$ cat src/rtl/can_tx_pkg.sv
package can_tx_pkg;
  typedef enum logic [3:0] {
    PH_IDLE, PH_BODY, PH_CRC, PH_CDEL, PH_ACK, PH_ADEL, PH_EOF, PH_END
  } tx_phase_t;

  typedef enum logic [1:0] {
    RES_OK    = 2'b00,
    RES_LOST  = 2'b01,
    RES_NOACK = 2'b10
  } tx_result_t;
endpackage

$ cat src/rtl/can_crc_unit.sv
module can_crc_unit #(
  parameter int W = 15,
  parameter logic [W-1:0] POLY = 15'h4599
) (
  input  logic         clk,
  input  logic         rst_n,
  input  logic         clr,
  input  logic         en,
  input  logic         din,
  output logic [W-1:0] crc
);
  logic [W-1:0] crc_nxt;

  always_comb begin
    crc_nxt = {crc[W-2:0], 1'b0};
    if (din ^ crc[W-1]) crc_nxt = crc_nxt ^ POLY;
  end

  always_ff @(posedge clk or negedge rst_n) begin
    if (!rst_n)   crc <= '0;
    else if (clr) crc <= '0;
    else if (en)  crc <= crc_nxt;
  end


  crc_hold_chk: assert property (@(posedge clk) disable iff (!rst_n)
    (!clr && !en) |=> $stable(crc));
endmodule

$ cat src/rtl/can_stuff_track.sv
module can_stuff_track #(
  parameter int RUN = 5
) (
  input  logic clk,
  input  logic rst_n,
  input  logic clr,
  input  logic emit,
  input  logic bit_in,
  input  logic stuffable,
  output logic stuff_due,
  output logic last_bit
);
  localparam int RW = $clog2(RUN + 1);
  localparam logic [RW-1:0] RUN_C = RW'(RUN);

  logic [RW-1:0] run_q;
  logic          zone_q;

  always_ff @(posedge clk or negedge rst_n) begin
    if (!rst_n) begin
      run_q <= '0; zone_q <= 1'b0; last_bit <= 1'b1;
    end else if (clr) begin
      run_q <= '0; zone_q <= 1'b0; last_bit <= 1'b1;
    end else if (emit) begin
      last_bit <= bit_in;
      zone_q   <= stuffable;
      if (run_q != '0 && bit_in == last_bit)
        run_q <= (run_q == RUN_C) ? RUN_C : run_q + 1'b1;
      else
        run_q <= RW'(1);
    end
  end

  assign stuff_due = zone_q && (run_q == RUN_C);


  stuff_flip_chk: assert property (@(posedge clk) disable iff (!rst_n)
    (stuff_due && emit) |-> (bit_in != last_bit));
endmodule

$ cat src/rtl/can_frame_tx.sv
module can_frame_tx
  import can_tx_pkg::*;
#(
  parameter int ID_W      = 11,
  parameter int DLC_W     = 4,
  parameter int MAX_BYTES = 8,
  parameter int CRC_W     = 15,
  parameter logic [CRC_W-1:0] CRC_POLY = 15'h4599,
  parameter int STUFF_RUN = 5,
  parameter int EOF_LEN   = 7
) (
  input  logic                   clk,
  input  logic                   rst_n,
  input  logic                   bit_tick,
  input  logic                   req_valid,
  output logic                   req_ready,
  input  logic [ID_W-1:0]        req_id,
  input  logic                   req_rtr,
  input  logic [DLC_W-1:0]       req_dlc,
  input  logic [8*MAX_BYTES-1:0] req_data,
  output logic                   tx_bit,
  input  logic                   rx_bit,
  output logic                   done,
  output logic [1:0]             done_code
);
  localparam int DATA_W   = 8 * MAX_BYTES;
  localparam int HDR_BITS = 1 + ID_W + 1 + 2 + DLC_W;
  localparam int BODY_MAX = HDR_BITS + DATA_W;
  localparam int CNT_W    = $clog2(BODY_MAX + 1);
  localparam int CRC_CW   = $clog2(CRC_W + 1);
  localparam int EOF_CW   = $clog2(EOF_LEN + 1);
  localparam logic [CNT_W-1:0] ONE_C  = CNT_W'(1);
  localparam logic [CNT_W-1:0] TWO_C  = CNT_W'(2);
  localparam logic [CNT_W-1:0] ARB_HI = CNT_W'(ID_W + 1);

  tx_phase_t           phase, ph_nxt;
  logic [BODY_MAX-1:0] body_sr;
  logic [CNT_W-1:0]    body_left, ucnt, n_bytes, body_len;
  logic [CRC_CW-1:0]   crc_left;
  logic [EOF_CW-1:0]   eof_left;
  logic [CRC_W-1:0]    crc_val;
  logic [DATA_W-1:0]   data_seq;
  logic                tx_q, cur_arb, cur_ack, ack_seen;
  logic                load, lost, finish;
  logic                emit, e_bit, e_arb, e_ack, e_zone, crc_en;
  logic                body_step, crc_step, eof_step;
  logic                stuff_due, last_bit;

  // byte 0 leaves first: reorder into a shift image
  for (genvar k = 0; k < MAX_BYTES; k++) begin : g_byte_order
    assign data_seq[8*(MAX_BYTES-1-k) +: 8] = req_data[8*k +: 8];
  end

  always_comb begin
    if (req_rtr)                           n_bytes = '0;
    else if (32'(req_dlc) > MAX_BYTES)     n_bytes = CNT_W'(MAX_BYTES);
    else                                   n_bytes = CNT_W'(req_dlc);
    body_len = CNT_W'(HDR_BITS) + {n_bytes[CNT_W-4:0], 3'b000};
  end

  assign req_ready = (phase == PH_IDLE);
  assign load      = req_valid && req_ready;
  assign tx_bit    = tx_q;
  assign lost      = bit_tick && cur_arb && tx_q && !rx_bit;

  can_crc_unit #(.W(CRC_W), .POLY(CRC_POLY)) u_crc (
    .clk(clk), .rst_n(rst_n), .clr(load), .en(crc_en), .din(e_bit), .crc(crc_val)
  );

  can_stuff_track #(.RUN(STUFF_RUN)) u_stuff (
    .clk(clk), .rst_n(rst_n), .clr(load), .emit(emit), .bit_in(e_bit),
    .stuffable(e_zone), .stuff_due(stuff_due), .last_bit(last_bit)
  );

  // choose the next bit to put on the line
  always_comb begin
    emit = 1'b0; e_bit = 1'b1; e_arb = 1'b0; e_ack = 1'b0; e_zone = 1'b0;
    crc_en = 1'b0; body_step = 1'b0; crc_step = 1'b0; eof_step = 1'b0;
    finish = 1'b0; ph_nxt = phase;
    if (bit_tick && !lost && phase != PH_IDLE) begin
      if (stuff_due && (phase == PH_BODY || phase == PH_CRC || phase == PH_CDEL)) begin
        emit = 1'b1; e_bit = ~last_bit; e_zone = 1'b1;
        e_arb = (ucnt >= TWO_C) && (ucnt <= ARB_HI);
      end else begin
        case (phase)
          PH_BODY: begin
            emit = 1'b1; e_bit = body_sr[BODY_MAX-1]; e_zone = 1'b1;
            crc_en = 1'b1; body_step = 1'b1;
            e_arb = (ucnt >= ONE_C) && (ucnt <= ARB_HI);
            if (body_left == ONE_C) ph_nxt = PH_CRC;
          end
          PH_CRC: begin
            emit = 1'b1; e_bit = crc_val[crc_left - 1'b1]; e_zone = 1'b1;
            crc_step = 1'b1;
            if (crc_left == CRC_CW'(1)) ph_nxt = PH_CDEL;
          end
          PH_CDEL: begin emit = 1'b1; ph_nxt = PH_ACK; end
          PH_ACK:  begin emit = 1'b1; e_ack = 1'b1; ph_nxt = PH_ADEL; end
          PH_ADEL: begin emit = 1'b1; ph_nxt = PH_EOF; end
          PH_EOF: begin
            emit = 1'b1; eof_step = 1'b1;
            if (eof_left == EOF_CW'(1)) ph_nxt = PH_END;
          end
          PH_END:  begin finish = 1'b1; ph_nxt = PH_IDLE; end
          default: ;
        endcase
      end
    end
  end

  always_ff @(posedge clk or negedge rst_n) begin
    if (!rst_n) begin
      phase <= PH_IDLE; body_sr <= '0; body_left <= '0; ucnt <= '0;
      crc_left <= '0; eof_left <= '0; tx_q <= 1'b1; cur_arb <= 1'b0;
      cur_ack <= 1'b0; ack_seen <= 1'b0; done <= 1'b0; done_code <= RES_OK;
    end else begin
      done <= 1'b0;
      if (load) begin
        phase     <= PH_BODY;
        body_sr   <= {1'b0, req_id, req_rtr, 2'b00, req_dlc, data_seq};
        body_left <= body_len;
        ucnt      <= '0;
        crc_left  <= CRC_CW'(CRC_W);
        eof_left  <= EOF_CW'(EOF_LEN);
        cur_arb   <= 1'b0;
        cur_ack   <= 1'b0;
        ack_seen  <= 1'b0;
      end else if (lost) begin
        phase     <= PH_IDLE;
        tx_q      <= 1'b1;
        cur_arb   <= 1'b0;
        done      <= 1'b1;
        done_code <= RES_LOST;
      end else if (bit_tick && phase != PH_IDLE) begin
        if (cur_ack) ack_seen <= ~rx_bit;
        if (emit) begin
          tx_q    <= e_bit;
          cur_arb <= e_arb;
          cur_ack <= e_ack;
        end
        if (body_step) begin
          body_sr   <= {body_sr[BODY_MAX-2:0], 1'b0};
          body_left <= body_left - 1'b1;
          ucnt      <= ucnt + 1'b1;
        end
        if (crc_step) crc_left <= crc_left - 1'b1;
        if (eof_step) eof_left <= eof_left - 1'b1;
        phase <= ph_nxt;
        if (finish) begin
          done      <= 1'b1;
          done_code <= ack_seen ? RES_OK : RES_NOACK;
          tx_q      <= 1'b1;
          cur_arb   <= 1'b0;
        end
      end
    end
  end


  tick_pace_chk: assert property (@(posedge clk) disable iff (!rst_n)
    !bit_tick |=> $stable(tx_bit));

  idle_recessive_chk: assert property (@(posedge clk) disable iff (!rst_n)
    req_ready |-> tx_bit);

  done_pulse_chk: assert property (@(posedge clk) disable iff (!rst_n)
    done |=> !done);

  lost_release_chk: assert property (@(posedge clk) disable iff (!rst_n)
    (done && done_code == RES_LOST) |-> tx_bit);
endmodule

$ cat config.mk
export PLATFORM = sky130hd
export DESIGN_NAME = can_frame_tx
export DESIGN_NICKNAME = d
export VERILOG_FILES = /design/src/rtl/can_tx_pkg.sv /design/src/rtl/can_crc_unit.sv /design/src/rtl/can_stuff_track.sv /design/src/rtl/can_frame_tx.sv
export SDC_FILE = /design/constraint.sdc
export NUM_CORES = 1
export LEC_CHECK = 0
export ABC_AREA = 0
export BUFFER_PORTS_ARGS = -buffer_cell sky130_fd_sc_hd__buf_2
export CAP_MARGIN = 20
export CORE_UTILIZATION = 50
export DETAILED_ROUTE_END_ITERATION = 10
export GPL_TIMING_DRIVEN = 0
export PLACE_DENSITY = 0.81
export SLEW_MARGIN = 20
export SYNTH_ARGS = -nofsm -noshare
export SYNTH_HDL_FRONTEND = slang
export SYNTH_HIERARCHICAL = 1
export SYNTH_SLANG_ARGS = --single-unit
$ cat constraint.sdc
create_clock -name clk -period 3.52 [get_ports clk]
set_input_delay 0.704 -clock clk [delete_from_list [all_inputs] [get_ports clk]]
set_output_delay 0.704 -clock clk [all_outputs]
set_load 0.1 [all_outputs]
==> impl_metrics.xml <==
<?xml version="1.0" encoding="UTF-8"?>
<metrics>
  <group name="outcome">
    <metric name="run_status" unit="">finished clean</metric>
  </group>
  <group name="clock_network">
    <metric name="htreeDepth" unit="">4</metric>
    <metric name="clock_sink_count" unit="">134</metric>
    <metric name="cts_inserted_buffers" unit="">17</metric>
    <metric name="cts-hold-fix-buffers" unit="">0</metric>
    <metric name="clk_pin_slew_worst_paths" unit="ns">0.06</metric>
    <metric name="tritoncts" unit="">built</metric>
    <metric name="clk_root_buffer_cell" unit="">clkbuf_16</metric>
    <metric name="insertion_delay" unit="ns">0.42</metric>
    <metric name="max-clock-path-buffers" unit="">2</metric>
  </group>
  <group name="synthesis">
    <metric name="synth_seq_area_share" unit="">0.4956</metric>
    <metric name="netlist-cell-type-count" unit="">56</metric>
    <metric name="number_of_synthesized_register_bits" unit="">134</metric>
    <metric name="post_synth_edffs" unit="">0</metric>
    <metric name="number_of_nets_produced_by_synthesis" unit="">868</metric>
    <metric name="netlist.top_cell.by_area" unit="">dfrtp_1</metric>
    <metric name="yosysMostFrequentCell" unit="">nand2_1</metric>
    <metric name="fraction_of_synthesized_cell_area_taken_by_the_top_area_cell_type" unit="">0.4878</metric>
    <metric name="yosys_warnings" unit="">6</metric>
    <metric name="syn_area" unit="µm²">6771</metric>
    <metric name="syn-mean-instance-area" unit="µm²">8.760</metric>
    <metric name="ys_top_cells_by_count" unit="">188 x nand2_1, 132 x dfrtp_1, 114 x nor2_1</metric>
    <metric name="synthArstFlopShare" unit="">1.000</metric>
    <metric name="netlist_instances" unit="">773</metric>
    <metric name="synth.area.top_cells" unit="">dfrtp_1 49%, nand2_1 10%, a31oi_1 7.6%</metric>
    <metric name="dominantRegCellSynth" unit="">dfrtp_1</metric>
  </group>
  <group name="floorplan">
    <metric name="boundaryPins" unit="">90</metric>
    <metric name="standard_cell_core_area" unit="µm²">13240</metric>
    <metric name="chipHeight" unit="µm">118.4</metric>
    <metric name="fp-row-count" unit="">42</metric>
    <metric name="starting_density_of_the_core" unit="">0.5113</metric>
    <metric name="die_width" unit="µm">118.4</metric>
    <metric name="fp.dieArea" unit="µm²">14010</metric>
  </group>
  <group name="sta">
    <metric name="rsz0062_at_grt" unit="">false</metric>
    <metric name="min_period" unit="ns">3.268</metric>
    <metric name="tightest_slew" unit="ns">0.5794</metric>
    <metric name="drv_slew" unit="">0</metric>
    <metric name="fin_crit_sh" unit="">0.9283</metric>
    <metric name="totalNegativeSetupSlack" unit="ns">0</metric>
    <metric name="max-slew-margin-rel" unit="">0.6037</metric>
    <metric name="timing.final.setup_violations" unit="">0</metric>
    <metric name="clock-skew-final" unit="ns">0.01212</metric>
    <metric name="final.hold.worst_slack" unit="ns">0.1538</metric>
    <metric name="maximum_clock_rate" unit="MHz">306.0</metric>
    <metric name="hold_violations" unit="">0</metric>
  </group>
  <group name="finish">
    <metric name="total_nets_final" unit="">977</metric>
    <metric name="finalCoreUtilization" unit="">0.6139</metric>
    <metric name="syn2layout_area_growth" unit="%">20.05</metric>
    <metric name="fin_area" unit="µm²">8129</metric>
    <metric name="fill_cells" unit="">1122</metric>
    <metric name="count_of_inserted_antenna_diode_cells" unit="">0</metric>
    <metric name="final_layout_size_suffix_gt1_frac" unit="">0.1888</metric>
  </group>
  <group name="global_routing">
    <metric name="grt_max_degree" unit="">99</metric>
    <metric name="wire_length_of_the_first_global_routing_pass" unit="mm">26.84</metric>
    <metric name="grt_use_total" unit="">0.2392</metric>
    <metric name="grt_remaining_overflow" unit="">0</metric>
    <metric name="first_global_vias" unit="">5707</metric>
    <metric name="initial_antenna_violation_count" unit="">1</metric>
  </group>
  <group name="route">
    <metric name="route.detailed.drc" unit="">0</metric>
    <metric name="totalWireLength" unit="mm">15.92</metric>
    <metric name="route.detailed.vias_per_inst" unit="">5.630</metric>
    <metric name="detail_route.wl_per_cell" unit="µm">14.87</metric>
    <metric name="detailedRoute.firstIterationViolations" unit="">515</metric>
    <metric name="vias" unit="">6030</metric>
    <metric name="drt-pass1-iter-count" unit="">6</metric>
    <metric name="antenna_left" unit="">0</metric>
  </group>
  <group name="setup_path">
    <metric name="critPathCaptureType" unit="">register</metric>
    <metric name="start_kind" unit="">register</metric>
    <metric name="cp.arrival" unit="ns">3.58</metric>
    <metric name="critical_path_class" unit="">register to register</metric>
    <metric name="required_time_of_the_worst_setup_path" unit="ns">3.83</metric>
    <metric name="worst-path-max-fanout" unit="">7</metric>
  </group>
  <group name="placed_design">
    <metric name="placedInstanceArea" unit="µm²">7475</metric>
    <metric name="portBuffers" unit="">89</metric>
    <metric name="dp_hpwl" unit="mm">10.50</metric>
    <metric name="place.gp.congestion" unit="">0.8299</metric>
  </group>
  <group name="power_and_ir_drop">
    <metric name="p_total" unit="µW">7269</metric>
    <metric name="power_density" unit="nW/µm²">894.3</metric>
    <metric name="ir_worst_vdd" unit="mV">0.4659</metric>
    <metric name="total_leakage_power" unit="µW">0.003742</metric>
  </group>
  <group name="job">
    <metric name="timing.max_cap.violations" unit="">0</metric>
  </group>
  <group name="hold_path">
    <metric name="timing.hold.worst.class" unit="">input pin to async pin</metric>
  </group>
</metrics>
-- power breakdown --
part | switching, µW | internal [µW] | leakage (µW)
Clock | 659 | 1270 | 0.000305
Combinational | 1490 | 1040 | 0.00182
Sequential | 518 | 2300 | 0.00162
-- logic make-up (layout without fill, tap and decap cells) --
| kind of cell | Yosys count | in the layout | share of synthesized area |
|---|---|---|---|
| compound gates | 144 | 144 | 0.1404 |
| xor+xnor | 18 | 18 | 0.02328 |
| fa+ha+maj | 10 | 10 | 0.01848 |
| simple gates | 374 | 374 | 0.2400 |
| flops | 134 | 134 | 0.4956 |
| mux | 17 | 17 | 0.03086 |
| buf+inv | 76 | 198 | 0.05137 |
-- cells in the final DEF, fill, tap and decap left out, types with 3 or more instances in the layout --
| cell | Yosys | routed |
|---|---|---|
| and2_1 | 3 | 3 |
| nand2_1 | 188 | 188 |
| nor2_1 | 114 | 114 |
| or4_1 | 7 | 7 |
| clkbuf_16 | 0 | 17 |
| nor4b_1 | 3 | 3 |
| nand3_1 | 14 | 14 |
| nand3b_1 | 3 | 3 |
| nand4_1 | 7 | 7 |
| clkbuf_1 | 22 | 23 |
| bufinv_16 | 0 | 5 |
| nand2b_1 | 4 | 4 |
| clkinvlp_4 | 0 | 4 |
| a211oi_1 | 3 | 3 |
| clkinv_2 | 0 | 3 |
| o211ai_1 | 8 | 8 |
| inv_1 | 20 | 20 |
| a21oi_1 | 14 | 14 |
| mux4_2 | 3 | 3 |
| o21ai_0 | 11 | 11 |
| nand4b_1 | 6 | 6 |
| a31oi_1 | 82 | 82 |
| or3_1 | 3 | 3 |
| nor3_1 | 7 | 7 |
| dfrtp_1 | 132 | 132 |
| o31ai_1 | 4 | 4 |
| ha_1 | 10 | 10 |
| xor2_1 | 8 | 8 |
| xnor2_1 | 10 | 9 |
| buf_2 | 26 | 114 |
| mux2i_1 | 13 | 13 |
| o311ai_0 | 7 | 7 |
| buf_4 | 4 | 4 |
-- layout make-up --
type | instances | area (µm²) | area share
Multi-Input combinational cell | 563 | 3075 | 0.3783
Clock inverter | 13 | 203.9 | 0.02509
Buffer | 54 | 265.3 | 0.03263
Timing Repair Buffer | 90 | 483.0 | 0.05941
Tap cell | 176 | 220.2 | 0.02709
Inverter | 22 | 82.58 | 0.01016
Sequential cell | 134 | 3356 | 0.4128
Clock buffer | 19 | 442.9 | 0.05449
-- final timing paths --
path / from / endpoint / slack, ns / cells after the start
min in group clk: done_code[0] / done_code[0] / 0.48 / 2
worst min-delay path: rst_n / body_sr[13] / 0.15 / 1
worst min register to register: done_code[0] / done_code[0] / 0.48 / 2
worst max register to register: crc_left[0] / u_crc/crc[3] / 0.25 / 10
max in group asynchronous: rst_n / body_sr[33] / 2.61 / 2
worst max-delay path: crc_left[0] / u_crc/crc[3] / 0.25 / 10
-- critical path, cell delays in order (launching register included) --
cell      delay (ns)
dfrtp_1         0.35
clkbuf_1        0.33
inv_1           0.16
ha_1            0.47
mux4_2          0.37
mux2_2          0.28
o211ai_1        0.12
nand3_1         0.33
xor2_1          0.50
nand3_1         0.13
o311ai_0        0.12
-- routing by layer --
metal  wire (µm)  up-vias  share of wire  track usage
met5          13        -        0.00082            0
met4         237        2          0.015      0.07991
met3        1013       29          0.064      0.06902
met2        7442      191           0.47       0.3640
met1        7216     2924           0.45       0.3293
li1            -     2884              -            -
-- state kept, by name (all words and copies together), names as in the netlist, 2 cells and up --
| signal | cells |
|---|---|
| crc_left | 4 |
| eof_left | 3 |
| body_sr | 83 |
| ucnt | 7 |
| u_stuff/run_q | 3 |
| body_left | 7 |
| u_crc/crc | 15 |
| done_code | 2 |
| phase | 3 |
-- stage by stage --
step	worst slack (ns)	cells
global placement	-0.1017	1038
detailed placement	0.2575	1039
global route	0.03521	1071
finish	0.2523	1071
CTS	0.2451	1071
floorplan	0.02237	773
-- repair_timing --
action                                  in CTS  in global routing
endpoints found under the setup margin       0                  1
setup buffers                                0                  0
resized for setup                            0                  1
No activity file was read; power rests on OpenSTA's default activity.
